--- src/rtl/cgm_pkg.sv ---
package cgm_pkg;

    typedef enum logic [1:0] {
        DOM_ACTIVE     = 2'b00,
        DOM_IDLE_TRANS = 2'b01,
        DOM_INACTIVE   = 2'b10
    } dom_state_e;

    typedef enum logic [2:0] {
        PH_RUN,
        PH_IDLEREQ,
        PH_GATED,
        PH_WAKE_CLK,
        PH_WAKE_ACK
    } phase_e;

    typedef struct packed {
        logic all_standby;
        logic all_ack;
        logic no_ack;
    } hs_sum_t;

    function automatic dom_state_e phase_to_dom(phase_e p);
        case (p)
            PH_RUN:     return DOM_ACTIVE;
            PH_IDLEREQ: return DOM_IDLE_TRANS;
            default:    return DOM_INACTIVE;
        endcase
    endfunction

    function automatic logic phase_clocks_on(phase_e p);
        return p != PH_GATED;
    endfunction

    function automatic logic phase_req_on(phase_e p);
        return (p == PH_IDLEREQ) || (p == PH_GATED) || (p == PH_WAKE_CLK);
    endfunction

endpackage

--- src/rtl/cgm_hs_agg.sv ---
module cgm_hs_agg #(
    parameter int unsigned N_MOD = 4,
    parameter logic [N_MOD-1:0] IS_MASTER = 4'b0011
) (
    input  logic [N_MOD-1:0] mst_standby,
    input  logic [N_MOD-1:0] slv_idle_ack,
    output cgm_pkg::hs_sum_t hs
);
    logic [N_MOD-1:0] stby_ok;
    logic [N_MOD-1:0] ack_hi;
    logic [N_MOD-1:0] ack_lo;

    for (genvar i = 0; i < N_MOD; i++) begin : g_mod
        if (IS_MASTER[i]) begin : g_init
            assign stby_ok[i] = mst_standby[i];
            assign ack_hi[i]  = 1'b1;
            assign ack_lo[i]  = 1'b1;
        end else begin : g_tgt
            assign stby_ok[i] = 1'b1;
            assign ack_hi[i]  = slv_idle_ack[i];
            assign ack_lo[i]  = ~slv_idle_ack[i];
        end
    end

    assign hs.all_standby = &stby_ok;
    assign hs.all_ack     = &ack_hi;
    assign hs.no_ack      = &ack_lo;
endmodule

--- src/rtl/cgm_phase_fsm.sv ---
module cgm_phase_fsm
    import cgm_pkg::*;
(
    input  logic    clk,
    input  logic    rst,
    input  hs_sum_t hs,
    input  logic    wake_req,
    input  logic    auto_gate_en,
    input  logic    sw_chg,
    output phase_e  phase_nxt
);
    phase_e phase_q;
    logic   stay_awake;

    assign stay_awake = wake_req | sw_chg | ~hs.all_standby | ~auto_gate_en;

    always_comb begin
        phase_nxt = phase_q;
        case (phase_q)
            PH_RUN:      if (!stay_awake) phase_nxt = PH_IDLEREQ;
            PH_IDLEREQ:  if (stay_awake) phase_nxt = PH_RUN;
                         else if (hs.all_ack) phase_nxt = PH_GATED;
            PH_GATED:    if (stay_awake) phase_nxt = PH_WAKE_CLK;
            PH_WAKE_CLK: phase_nxt = PH_WAKE_ACK;
            PH_WAKE_ACK: if (hs.no_ack) phase_nxt = PH_RUN;
            default:     phase_nxt = PH_RUN;
        endcase
    end

    always_ff @(posedge clk) begin
        if (rst) phase_q <= PH_RUN;
        else     phase_q <= phase_nxt;
    end
endmodule

--- src/rtl/cgm_enable_regs.sv ---
module cgm_enable_regs
    import cgm_pkg::*;
#(
    parameter int unsigned N_MOD  = 4,
    parameter int unsigned N_FCLK = 4,
    parameter logic [N_MOD-1:0]  IS_MASTER = 4'b0011,
    parameter logic [N_FCLK-1:0] FCLK_OPT  = 4'b0110,
    parameter logic [N_FCLK-1:0] FCLK_PERM = 4'b1000
) (
    input  logic              clk,
    input  logic              rst,
    input  phase_e            phase_nxt,
    input  logic [N_FCLK-1:0] sw_fclk_en,
    output logic              sw_chg,
    output logic [N_MOD-1:0]  iclk_en,
    output logic [N_MOD-1:0]  idle_req,
    output logic [N_FCLK-1:0] fclk_en,
    output dom_state_e        dom_state
);
    localparam logic [N_MOD-1:0]  SLAVE_MASK = ~IS_MASTER;
    localparam logic [N_FCLK-1:0] FCLK_RST   = FCLK_PERM | ~FCLK_OPT;

    logic [N_FCLK-1:0] sw_q;
    logic [N_FCLK-1:0] fclk_d;
    logic              on_d;

    assign sw_chg = |(sw_fclk_en ^ sw_q);
    assign on_d   = phase_clocks_on(phase_nxt);

    for (genvar i = 0; i < N_FCLK; i++) begin : g_fclk
        if (FCLK_PERM[i]) begin : g_perm
            assign fclk_d[i] = 1'b1;
        end else if (FCLK_OPT[i]) begin : g_opt
            assign fclk_d[i] = on_d & sw_fclk_en[i];
        end else begin : g_mand
            assign fclk_d[i] = on_d;
        end
    end

    always_ff @(posedge clk) begin
        if (rst) begin
            sw_q      <= '0;
            iclk_en   <= '1;
            idle_req  <= '0;
            fclk_en   <= FCLK_RST;
            dom_state <= DOM_ACTIVE;
        end else begin
            sw_q      <= sw_fclk_en;
            iclk_en   <= {N_MOD{on_d}};
            idle_req  <= phase_req_on(phase_nxt) ? SLAVE_MASK : '0;
            fclk_en   <= fclk_d;
            dom_state <= phase_to_dom(phase_nxt);
        end
    end
endmodule

--- src/rtl/clkdom_gate_mgr.sv ---
module clkdom_gate_mgr #(
    parameter int unsigned N_MOD  = 4,
    parameter int unsigned N_FCLK = 4,
    parameter logic [N_MOD-1:0]  IS_MASTER = 4'b0011,
    parameter logic [N_FCLK-1:0] FCLK_OPT  = 4'b0110,
    parameter logic [N_FCLK-1:0] FCLK_PERM = 4'b1000
) (
    input  logic              clk,
    input  logic              rst,
    input  logic              wake_req,
    input  logic              auto_gate_en,
    input  logic [N_FCLK-1:0] sw_fclk_en,
    input  logic [N_MOD-1:0]  mst_standby,
    input  logic [N_MOD-1:0]  slv_idle_ack,
    output logic [N_MOD-1:0]  slv_idle_req,
    output logic [N_MOD-1:0]  iclk_en,
    output logic [N_FCLK-1:0] fclk_en,
    output logic [1:0]        dom_state
);
    import cgm_pkg::*;

    hs_sum_t    hs;
    phase_e     phase_nxt;
    logic       sw_chg;
    dom_state_e dom_q;

    cgm_hs_agg #(
        .N_MOD(N_MOD), .IS_MASTER(IS_MASTER)
    ) u_hs (
        .mst_standby(mst_standby),
        .slv_idle_ack(slv_idle_ack),
        .hs(hs)
    );

    cgm_phase_fsm u_fsm (
        .clk(clk),
        .rst(rst),
        .hs(hs),
        .wake_req(wake_req),
        .auto_gate_en(auto_gate_en),
        .sw_chg(sw_chg),
        .phase_nxt(phase_nxt)
    );

    cgm_enable_regs #(
        .N_MOD(N_MOD), .N_FCLK(N_FCLK), .IS_MASTER(IS_MASTER),
        .FCLK_OPT(FCLK_OPT), .FCLK_PERM(FCLK_PERM)
    ) u_en (
        .clk(clk),
        .rst(rst),
        .phase_nxt(phase_nxt),
        .sw_fclk_en(sw_fclk_en),
        .sw_chg(sw_chg),
        .iclk_en(iclk_en),
        .idle_req(slv_idle_req),
        .fclk_en(fclk_en),
        .dom_state(dom_q)
    );

    assign dom_state = dom_q;
endmodule

--- config.mk ---
export PLATFORM = sky130hd
export DESIGN_NAME = clkdom_gate_mgr
export DESIGN_NICKNAME = d
export VERILOG_FILES = /design/src/rtl/cgm_pkg.sv /design/src/rtl/cgm_hs_agg.sv /design/src/rtl/cgm_phase_fsm.sv /design/src/rtl/cgm_enable_regs.sv /design/src/rtl/clkdom_gate_mgr.sv
export SDC_FILE = /design/constraint.sdc
export NUM_CORES = 1
export LEC_CHECK = 0
export ABC_AREA = 0
export ABC_CLOCK_PERIOD_IN_PS = 2800
export BUFFER_PORTS_ARGS = -buffer_cell sky130_fd_sc_hd__buf_2
export CAP_MARGIN = 15
export CORE_AREA = 2 2 39 41
export CTS_CLUSTER_DIAMETER = 120
export DETAILED_ROUTE_END_ITERATION = 8
export DIE_AREA = 0 0 41 43
export PLACE_DENSITY = 0.86
export REMOVE_ABC_BUFFERS = 1
export SLEW_MARGIN = 30
export SYNTH_ARGS = -nofsm -noshare
export SYNTH_HDL_FRONTEND = slang
export SYNTH_SLANG_ARGS = --single-unit
export TNS_END_PERCENT = 30
--- constraint.sdc ---
create_clock -name clk -period 2.8 [get_ports clk]
set_input_delay 0 -clock clk [delete_from_list [all_inputs] [get_ports clk]]
set_output_delay 0 -clock clk [all_outputs]
set_load 0.05 [all_outputs]
==> results.json, run 1 <==
{
  "synthArstFlopShare_pct": 0,
  "antennaDiodeCount": 0,
  "cp-end-kind": "register",
  "h-tree-depth": 1,
  "clock_skew_ps": 3.13,
  "cts_inserted_buffers": 3,
  "worstHoldPathType": "primary input to register",
  "worstPathArrival_ps": 1540,
  "num_vias": 458,
  "setup_slack_ps": 1430,
  "clockBufferDepth": 2,
  "wl_microns": 1030,
  "final-hold-violation-count": 0,
  "hpwl_microns": 715,
  "post-route-min-period_ps": 1370,
  "avgRoutedWirePerCell_microns": 10.9,
  "use_met1_pct": 14.3,
  "tns_ps": 0,
  "ys_ff_latch": 13,
  "yosysWarnings": 0,
  "area_growth_syn_to_layout_pct": 23.4,
  "power.density_nw_per_um2": 495,
  "status": "complete, no violations",
  "p_leak_uw": 0.000326,
  "power.total_uw": 353,
  "whs_path_depth": 3,
  "critPathLaunch": "sw_fclk_en[0]",
  "start_util_pct": 41.8,
  "core-area_sq_um": 1380,
  "crit_type": "primary input to register",
  "cts_sinks": 13,
  "grt.total_usage_pct": 15.4,
  "synthDistinctLibCells": 25,
  "port_buffers": 22,
  "via_per_inst": 4.87,
  "antenna_left": 0,
  "setup_violations": 0,
  "cts_hold_buf": 5,
  "grt.met2_usage_pct": 23.8,
  "postSynthAreaPerCell_sq_um": 10.3,
  "fp.dieW_microns": 41,
  "peakVddDrop_uv": 215,
  "critPathMaxFanout": 8,
  "rr_endpoint": "u_en.fclk_en[0]",
  "layout_common_cells": "22 x buf_2, 13 x dfxtp_1, 5 x nor2_1, 5 x dlygate4sd3_1",
  "grt_pass1_wl_microns": 1680,
  "synth_area_sq_um": 578,
  "netlist.area_leader.share_pct": 45.0,
  "final_common_cell": "buf_2",
  "r2r-start": "u_en.sw_q[0]",
  "worstHoldStart": "slv_idle_ack[2]",
  "drv_slew": 0,
  "clk_pin_slew_worst_paths_ps": 80,
  "cts_tree": "done",
  "cts_root_buf": "clkbuf_4",
  "crit_required_ps": 2970,
  "rows": 14,
  "cp_slowest_cell": "dlygate4sd3_1",
  "cts_setup_buffers": 0,
  "synth_top_cell_by_area": "dfxtp_1",
  "antenna_found_initial": 0,
  "dieArea_sq_um": 1760,
  "synthFlopType": "dfxtp_1",
  "busiest_layer": "met2",
  "overflow": 0,
  "grt_pass1_vias": 425,
  "nets": 95,
  "crit_path_cell_trace": "dlygate4sd3_1 -> buf_2 -> xor2_1 -> nor2_1 -> nand4_2 -> or3_1",
  "fin_hold_ws_ps": 112,
  "syn-instance-count": 56,
  "synthTopCellsByArea": "dfxtp_1 45%, buf_4 10%, and2b_2 4.5%",
  "fp.dieH_microns": 43,
  "dr.pass1.iters": 4,
  "hold_path_end": "u_fsm.phase_q[1]",
  "cp_slowest_stage_delay_ps": 530,
  "max_freq_mhz": 731,
  "place_area_sq_um": 637,
  "r2r_setup_slack_ps": 1480,
  "cts_resized": 0,
  "fin_crit_sh_pct": 48.9,
  "start_kind": "primary input",
  "fillers": 119,
  "gp_congestion": 0.739,
  "drive_gt1_share_pct": 39.7,
  "synth_edf_count": 0,
  "insertion_delay_ps": 280,
  "io_pins": 30,
  "rsz0062_at_grt": "no",
  "yosysSeqAreaShare_pct": 45.0,
  "reg2regPathDepth": 4,
  "first_iter_violations": 5,
  "cap_violations": 0,
  "drc": 0,
  "post-place-ws_ps": 1520,
  "grt_max_degree": 9,
  "final_area_sq_um": 713,
  "met3_usage_pct": 6.28
}
routing by layer:
| metal | up-vias | part of all wire, % |
|---|---|---|
| met5 | - | 0 |
| met4 | 0 | 4.1 |
| met3 | 5 | 8.8 |
| met2 | 28 | 48 |
| met1 | 199 | 39 |
| li1 | 226 | - |
how the worst max path moves through the flow:
stage	endpoint	cells after the start	slack [ps]
5_1_grt	u_en.fclk_en[0]	6	1360
4_1_cts	u_en.fclk_en[0]	6	1470
3_5_place_dp	u_en.fclk_en[0]	4	1520
3_3_place_gp	u_en.fclk_en[0]	3	1530
2_1_floorplan	fclk_en[0]	0	920
6_report	u_en.fclk_en[0]	6	1430
power breakdown:
| part | internal [uW] | total [uW] | switching [uW] |
|---|---|---|---|
| Clock | 55.3 | 116 | 60.4 |
| Sequential | 189 | 191 | 2.05 |
| Combinational | 19.2 | 45.8 | 26.6 |
| Total | 264 | 353 | 89.1 |
synth_stat cells (all sizes together) (2+ instances only):
cell type  number
dfxtp          13
xnor2           3
conb            2
nor2            5
and2b           5
buf             9
o31a            2
nor4b           2
layout make-up:
cell class	instances	area (sq um)	area share, %
Sequential cell	13	260	36.5
Multi-Input combinational cell	34	246	34.6
Timing Repair Buffer	27	160	22.5
Clock buffer	4	26.3	3.68
Tap cell	16	20.0	2.81
critical path: cells and delay by family:
kind / cells / cell delay, ps
and+or+nand+nor: 3 / 720
buffers and inverters: 2 / 670
xor gates and xnor gates: 1 / 150
metrics by stage:
stage | std cells | utilization (%)
floorplan | 47 | -
global placement | 85 | 46.0
detailed placement | 85 | 46.0
CTS | 94 | 51.5
global route | 94 | 51.5
finish | 94 | 51.5
registers in the layout, indices dropped and copies added (netlist names):
name and flops:
u_en.idle_req 1, u_en.fclk_en 3, u_en.sw_q 4, u_fsm.phase_q 3
u_en.dom_state 2
kinds of logic (layout without fill, tap and decap cells):
family	Yosys count	count (layout)	synth area share [%]
xor+xnor	4	4	6.06
mux	2	2	3.68
simple gates	19	19	22.7
buf+inv	10	31	13.0
compound gates	6	6	8.23
other cells	2	3	1.30
flops	13	13	45.0
Note: power is estimated with default switching activity, not from simulation.
==> run 2: changes to the inputs <==
--- a/config.mk
+++ b/config.mk
@@ -6,14 +6,14 @@
 export NUM_CORES = 1
 export LEC_CHECK = 0
 export ABC_AREA = 0
-export ABC_CLOCK_PERIOD_IN_PS = 2800
+export ABC_CLOCK_PERIOD_IN_PS = 1410
 export BUFFER_PORTS_ARGS = -buffer_cell sky130_fd_sc_hd__buf_2
 export CAP_MARGIN = 15
-export CORE_AREA = 2 2 39 41
+export CORE_MARGIN = 2
+export CORE_UTILIZATION = 42
 export CTS_CLUSTER_DIAMETER = 120
 export DETAILED_ROUTE_END_ITERATION = 8
-export DIE_AREA = 0 0 41 43
-export PLACE_DENSITY = 0.86
+export PLACE_DENSITY = 0.84
 export REMOVE_ABC_BUFFERS = 1
 export SLEW_MARGIN = 30
 export SYNTH_ARGS = -nofsm -noshare
==> constraint.sdc (replaced) <==
create_clock -name clk -period 1.41 [get_ports clk]
set_input_delay 0 -clock clk [delete_from_list [all_inputs] [get_ports clk]]
set_output_delay 0 -clock clk [all_outputs]
set_load 0.05 [all_outputs]
==> results.json, run 2 (synthesized netlist as in run 1, its figures left out) <==
{
  "grt_pass1_vias": 375,
  "worstHoldPathType": "primary input to register",
  "max_freq_mhz": 744,
  "p_leak_uw": 0.000336,
  "post-route-min-period_ps": 1340,
  "finalNonFillerCells": 95,
  "crit_type": "primary input to register",
  "crit_path_cell_trace": "dlygate4sd3_1 -> buf_2 -> xor2_1 -> nor2_1 -> nand4_4 -> or3_1",
  "fp.dieW_microns": 41.1,
  "h-tree-depth": 1,
  "drv_slew": 0,
  "area_growth_syn_to_layout_pct": 27.3,
  "layout_common_cells": "22 x buf_2, 13 x dfxtp_1, 5 x nor2_1, 5 x dlygate4sd3_1",
  "final_area_sq_um": 736,
  "cap_violations": 0,
  "placedCellCount": 86,
  "setup_slack_ps": 65.9,
  "final-hold-violation-count": 0,
  "power.density_nw_per_um2": 950,
  "port_buffers": 22,
  "critPathMaxFanout": 8,
  "clockBufferDepth": 2,
  "clk_pin_slew_worst_paths_ps": 70,
  "start_util_pct": 44.4,
  "cp_slowest_stage_delay_ps": 540,
  "setup_violations": 0,
  "cts_sinks": 13,
  "insertion_delay_ps": 270,
  "via_per_inst": 4.77,
  "worstHoldStart": "slv_idle_ack[2]",
  "crit_required_ps": 1560,
  "place_area_sq_um": 651,
  "cts_inserted_buffers": 3,
  "post-place-ws_ps": 117,
  "wl_microns": 1010,
  "cts_root_buf": "clkbuf_4",
  "largest_reg_flops": 4,
  "hpwl_microns": 713,
  "antenna_left": 0,
  "peakVddDrop_uv": 635,
  "r2r-start": "u_en.sw_q[0]",
  "start_kind": "primary input",
  "io_pins": 30,
  "critPathLaunch": "sw_fclk_en[0]",
  "reg.largest.list": "u_en.sw_q x4, u_en.fclk_en x3, u_fsm.phase_q x3",
  "fin_crit_sh_pct": 95.3,
  "r2r_setup_slack_ps": 130,
  "overflow": 0,
  "cp-end-kind": "register",
  "tns_ps": 0,
  "status": "complete, no violations",
  "regMostFlops": "u_en.sw_q",
  "fillers": 131,
  "final_common_cell": "buf_2",
  "nets": 97,
  "grt.total_usage_pct": 14.1,
  "core-area_sq_um": 1300,
  "gp_congestion": 0.738,
  "dr.pass1.iters": 4,
  "cp_slowest_cell": "dlygate4sd3_1",
  "antenna_found_initial": 0,
  "rows": 13,
  "fp.dieH_microns": 41.1,
  "grt_max_degree": 9,
  "cts_tree": "done",
  "antennaDiodeCount": 0,
  "avgRoutedWirePerCell_microns": 10.7,
  "first_iter_violations": 3,
  "num_vias": 453,
  "grt_pass1_wl_microns": 1490,
  "fin_hold_ws_ps": 149,
  "dieArea_sq_um": 1690,
  "worstPathArrival_ps": 1500,
  "drive_gt1_share_pct": 41.3,
  "clock_skew_ps": 7.23,
  "drc": 0
}
run 2: metrics by stage:
step	total power, uW	util (%)
2_1_floorplan	442	-
3_3_place_gp	466	50.0
3_5_place_dp	468	50.0
4_1_cts	696	55.1
5_1_grt	727	56.5
6_report	699	56.5
run 2: worst paths after layout:
path                      endpoint  depth (start not counted)
hold reg to reg   u_fsm.phase_q[2]                          2
hold / removal    u_fsm.phase_q[1]                          4
setup / recovery   u_en.fclk_en[0]                          6
setup reg to reg   u_en.fclk_en[0]                          4
run 2: area by class of cell:
| class | instances | area, sq um | area share (%) |
|---|---|---|---|
| timing repair buffer | 29 | 175 | 23.8 |
| clock buffer | 4 | 26.3 | 3.57 |
| multi-input combinational | 34 | 255 | 34.7 |
| tap | 15 | 18.8 | 2.55 |
| sequential | 13 | 260 | 35.4 |
run 2: layer usage:
metal  GRT usage [%]  wire, microns
met5               0              0
met4            9.68             12
met3            3.26             76
met2            22.3            505
met1            16.7            418
run 2: worst max-delay path, delay by kind of cell:
| kind | cells | cell delay [ps] |
|---|---|---|
| simple gates | 3 | 690 |
| buf+inv | 2 | 670 |
| xor+xnor | 1 | 130 |
run 2: timing repair:
item                                   4_1_cts  5_1_grt
endpoints found under the hold margin        4        1
setup buffers                                0        0
resized for setup                            0        1
setup endpoints to repair                    0        3
hold buffers                                 4        1
run 2: power by group:
group / internal, uW / switching, uW
Clock: 109 / 116
Sequential: 376 / 3.66
Combinational: 38.4 / 55.4
==> run 3: changes to the inputs <==
--- a/config.mk
+++ b/config.mk
@@ -13,7 +13,7 @@
 export CORE_UTILIZATION = 42
 export CTS_CLUSTER_DIAMETER = 120
 export DETAILED_ROUTE_END_ITERATION = 8
-export PLACE_DENSITY = 0.84
+export PLACE_DENSITY = 0.75
 export REMOVE_ABC_BUFFERS = 1
 export SLEW_MARGIN = 30
 export SYNTH_ARGS = -nofsm -noshare
==> results.json, run 3 (synthesized netlist as in run 1, its figures left out) <==
{
  "regMostFlops": "u_en.sw_q",
  "dr.pass1.iters": 1,
  "final_common_cell": "buf_2",
  "worstHoldPathType": "primary input to register",
  "whs_path_depth": 4,
  "fillers": 126,
  "peakVddDrop_uv": 546,
  "rsz0062_at_grt": "yes",
  "worstPathArrival_ps": 1520,
  "drive_gt1_share_pct": 42.5,
  "crit_type": "primary input to register",
  "gp_congestion": 0.744,
  "insertion_delay_ps": 270,
  "power.density_nw_per_um2": 949,
  "fp.dieH_microns": 41.1,
  "status": "complete, no violations",
  "critPathTopFamily": "simple AND/OR/NAND/NOR gates",
  "start_util_pct": 44.4,
  "drv_slew": 0,
  "reg2regPathDepth": 4,
  "hpwl_microns": 664,
  "crit_path_cell_trace": "dlygate4sd3_1 -> buf_2 -> xor2_1 -> nor2_1 -> nand4_2 -> or3_1",
  "r2r_setup_slack_ps": 110,
  "cts_inserted_buffers": 3,
  "antenna_found_initial": 0,
  "rr_endpoint": "u_en.fclk_en[0]",
  "max_freq_mhz": 733,
  "via_per_inst": 4.66,
  "cp_slowest_cell": "dlygate4sd3_1",
  "setup_violations": 0,
  "clockBufferDepth": 2,
  "cts_root_buf": "clkbuf_4",
  "critPathMaxFanout": 8,
  "start_kind": "primary input",
  "reg.largest.list": "u_en.sw_q x4, u_en.fclk_en x3, u_fsm.phase_q x3",
  "port_buffers": 22,
  "rows": 13,
  "post-route-min-period_ps": 1360,
  "final_area_sq_um": 734,
  "p_leak_uw": 0.000341,
  "largest_reg_flops": 4,
  "cp_slowest_stage_delay_ps": 540,
  "dieArea_sq_um": 1690,
  "worstHoldStart": "slv_idle_ack[2]",
  "h-tree-depth": 1,
  "clock_skew_ps": 2.22,
  "fin_crit_sh_pct": 96.8,
  "multi_input_area_sq_um": 254,
  "critPathLaunch": "sw_fclk_en[0]",
  "area_growth_syn_to_layout_pct": 27.1,
  "cap_violations": 0,
  "hold_path_end": "u_fsm.phase_q[1]",
  "cts_sinks": 13,
  "drc": 0,
  "grt_pass1_wl_microns": 1400,
  "layout_common_cells": "22 x buf_2, 13 x dfxtp_1, 5 x nor2_1, 5 x dlygate4sd3_1",
  "wl_microns": 996,
  "final-hold-violation-count": 0,
  "fp.dieW_microns": 41.1,
  "power.total_uw": 697,
  "cp.buffers_inverters": 2,
  "grt_max_degree": 9,
  "seq_area_sq_um": 260,
  "antenna_left": 0,
  "first_iter_violations": 0,
  "grt_pass1_vias": 333,
  "cp-end-kind": "register",
  "grt.total_usage_pct": 13.8,
  "cts_tree": "done",
  "place_area_sq_um": 651,
  "overflow": 0,
  "r2r-start": "u_en.sw_q[0]",
  "crit_required_ps": 1570,
  "nets": 97,
  "antennaDiodeCount": 0,
  "avgRoutedWirePerCell_microns": 10.5,
  "io_pins": 30,
  "clk_pin_slew_worst_paths_ps": 80,
  "num_vias": 443,
  "cts_setup_buffers": 0,
  "core-area_sq_um": 1300
}
==> run 3: cell counts in the layout (fill, tap and decap cells not counted) <==
Identical to the previous run, type by type.
==> run 3: worst max path at each step <==
| stage | endpoint | slack, ps | cells past startpoint |
|---|---|---|---|
| final | u_en.fclk_en[0] | 50 | 6 |
| after global routing | u_en.fclk_en[0] | 4 | 6 |
| after CTS | u_en.fclk_en[0] | 70 | 6 |
| after detailed placement | u_en.fclk_en[0] | 130 | 4 |
| after global placement | u_en.fclk_en[0] | 130 | 4 |
| after floorplan | fclk_en[0] | -470 | 0 |
==> run 3: final cells by class <==
class	count	share of cell area (%)
clock buffers	4	3.58
flip-flops and latches	13	35.4
repair buffers	29	23.9
multi-input cells	34	34.6
well taps	15	2.56
==> run 3: per-stage QoR <==
| stage | hold WS [ps] | setup WS (ps) | utilization (%) | setup TNS, ps | cells |
|---|---|---|---|---|---|
| after floorplan | 72.4 | -465 | - | -2330 | 47 |
| after global placement | 235 | 133 | 50.0 | 0 | 86 |
| after detailed placement | 237 | 130 | 50.0 | 0 | 86 |
| after CTS | 151 | 65.4 | 55.9 | 0 | 95 |
| after global routing | 164 | 3.79 | 56.4 | 0 | 95 |
| final | 155 | 45.8 | 56.4 | 0 | 95 |
==> run 3: worst reg2reg max path: cells and delay by family (launching register included) <==
family	cells	cell delay, ps
and+or+nand+nor	3	700
xor gates and xnor gates	1	170
DFF	1	320
==> run 3: timing repair <==
item	CTS	global route
hold endpoints to repair	6	0
endpoints found under the setup margin	0	2
hold buffers	5	0
resized for setup	0	1
==> run 3: per-layer routing <==
layer / wire length, microns / GRT usage (%) / vias up
met3: 63 / 4.89 / 2
met4: 14 / 9.68 / 0
met5: 0 / 0 / -
li1: - / - / 227
met1: 431 / 15.2 / 200
met2: 487 / 21.9 / 14
==> run 3: power by group <==
part,internal [uW],switching [uW]
registers,376,3.53
logic,38.2,52.5
clock network,109,117
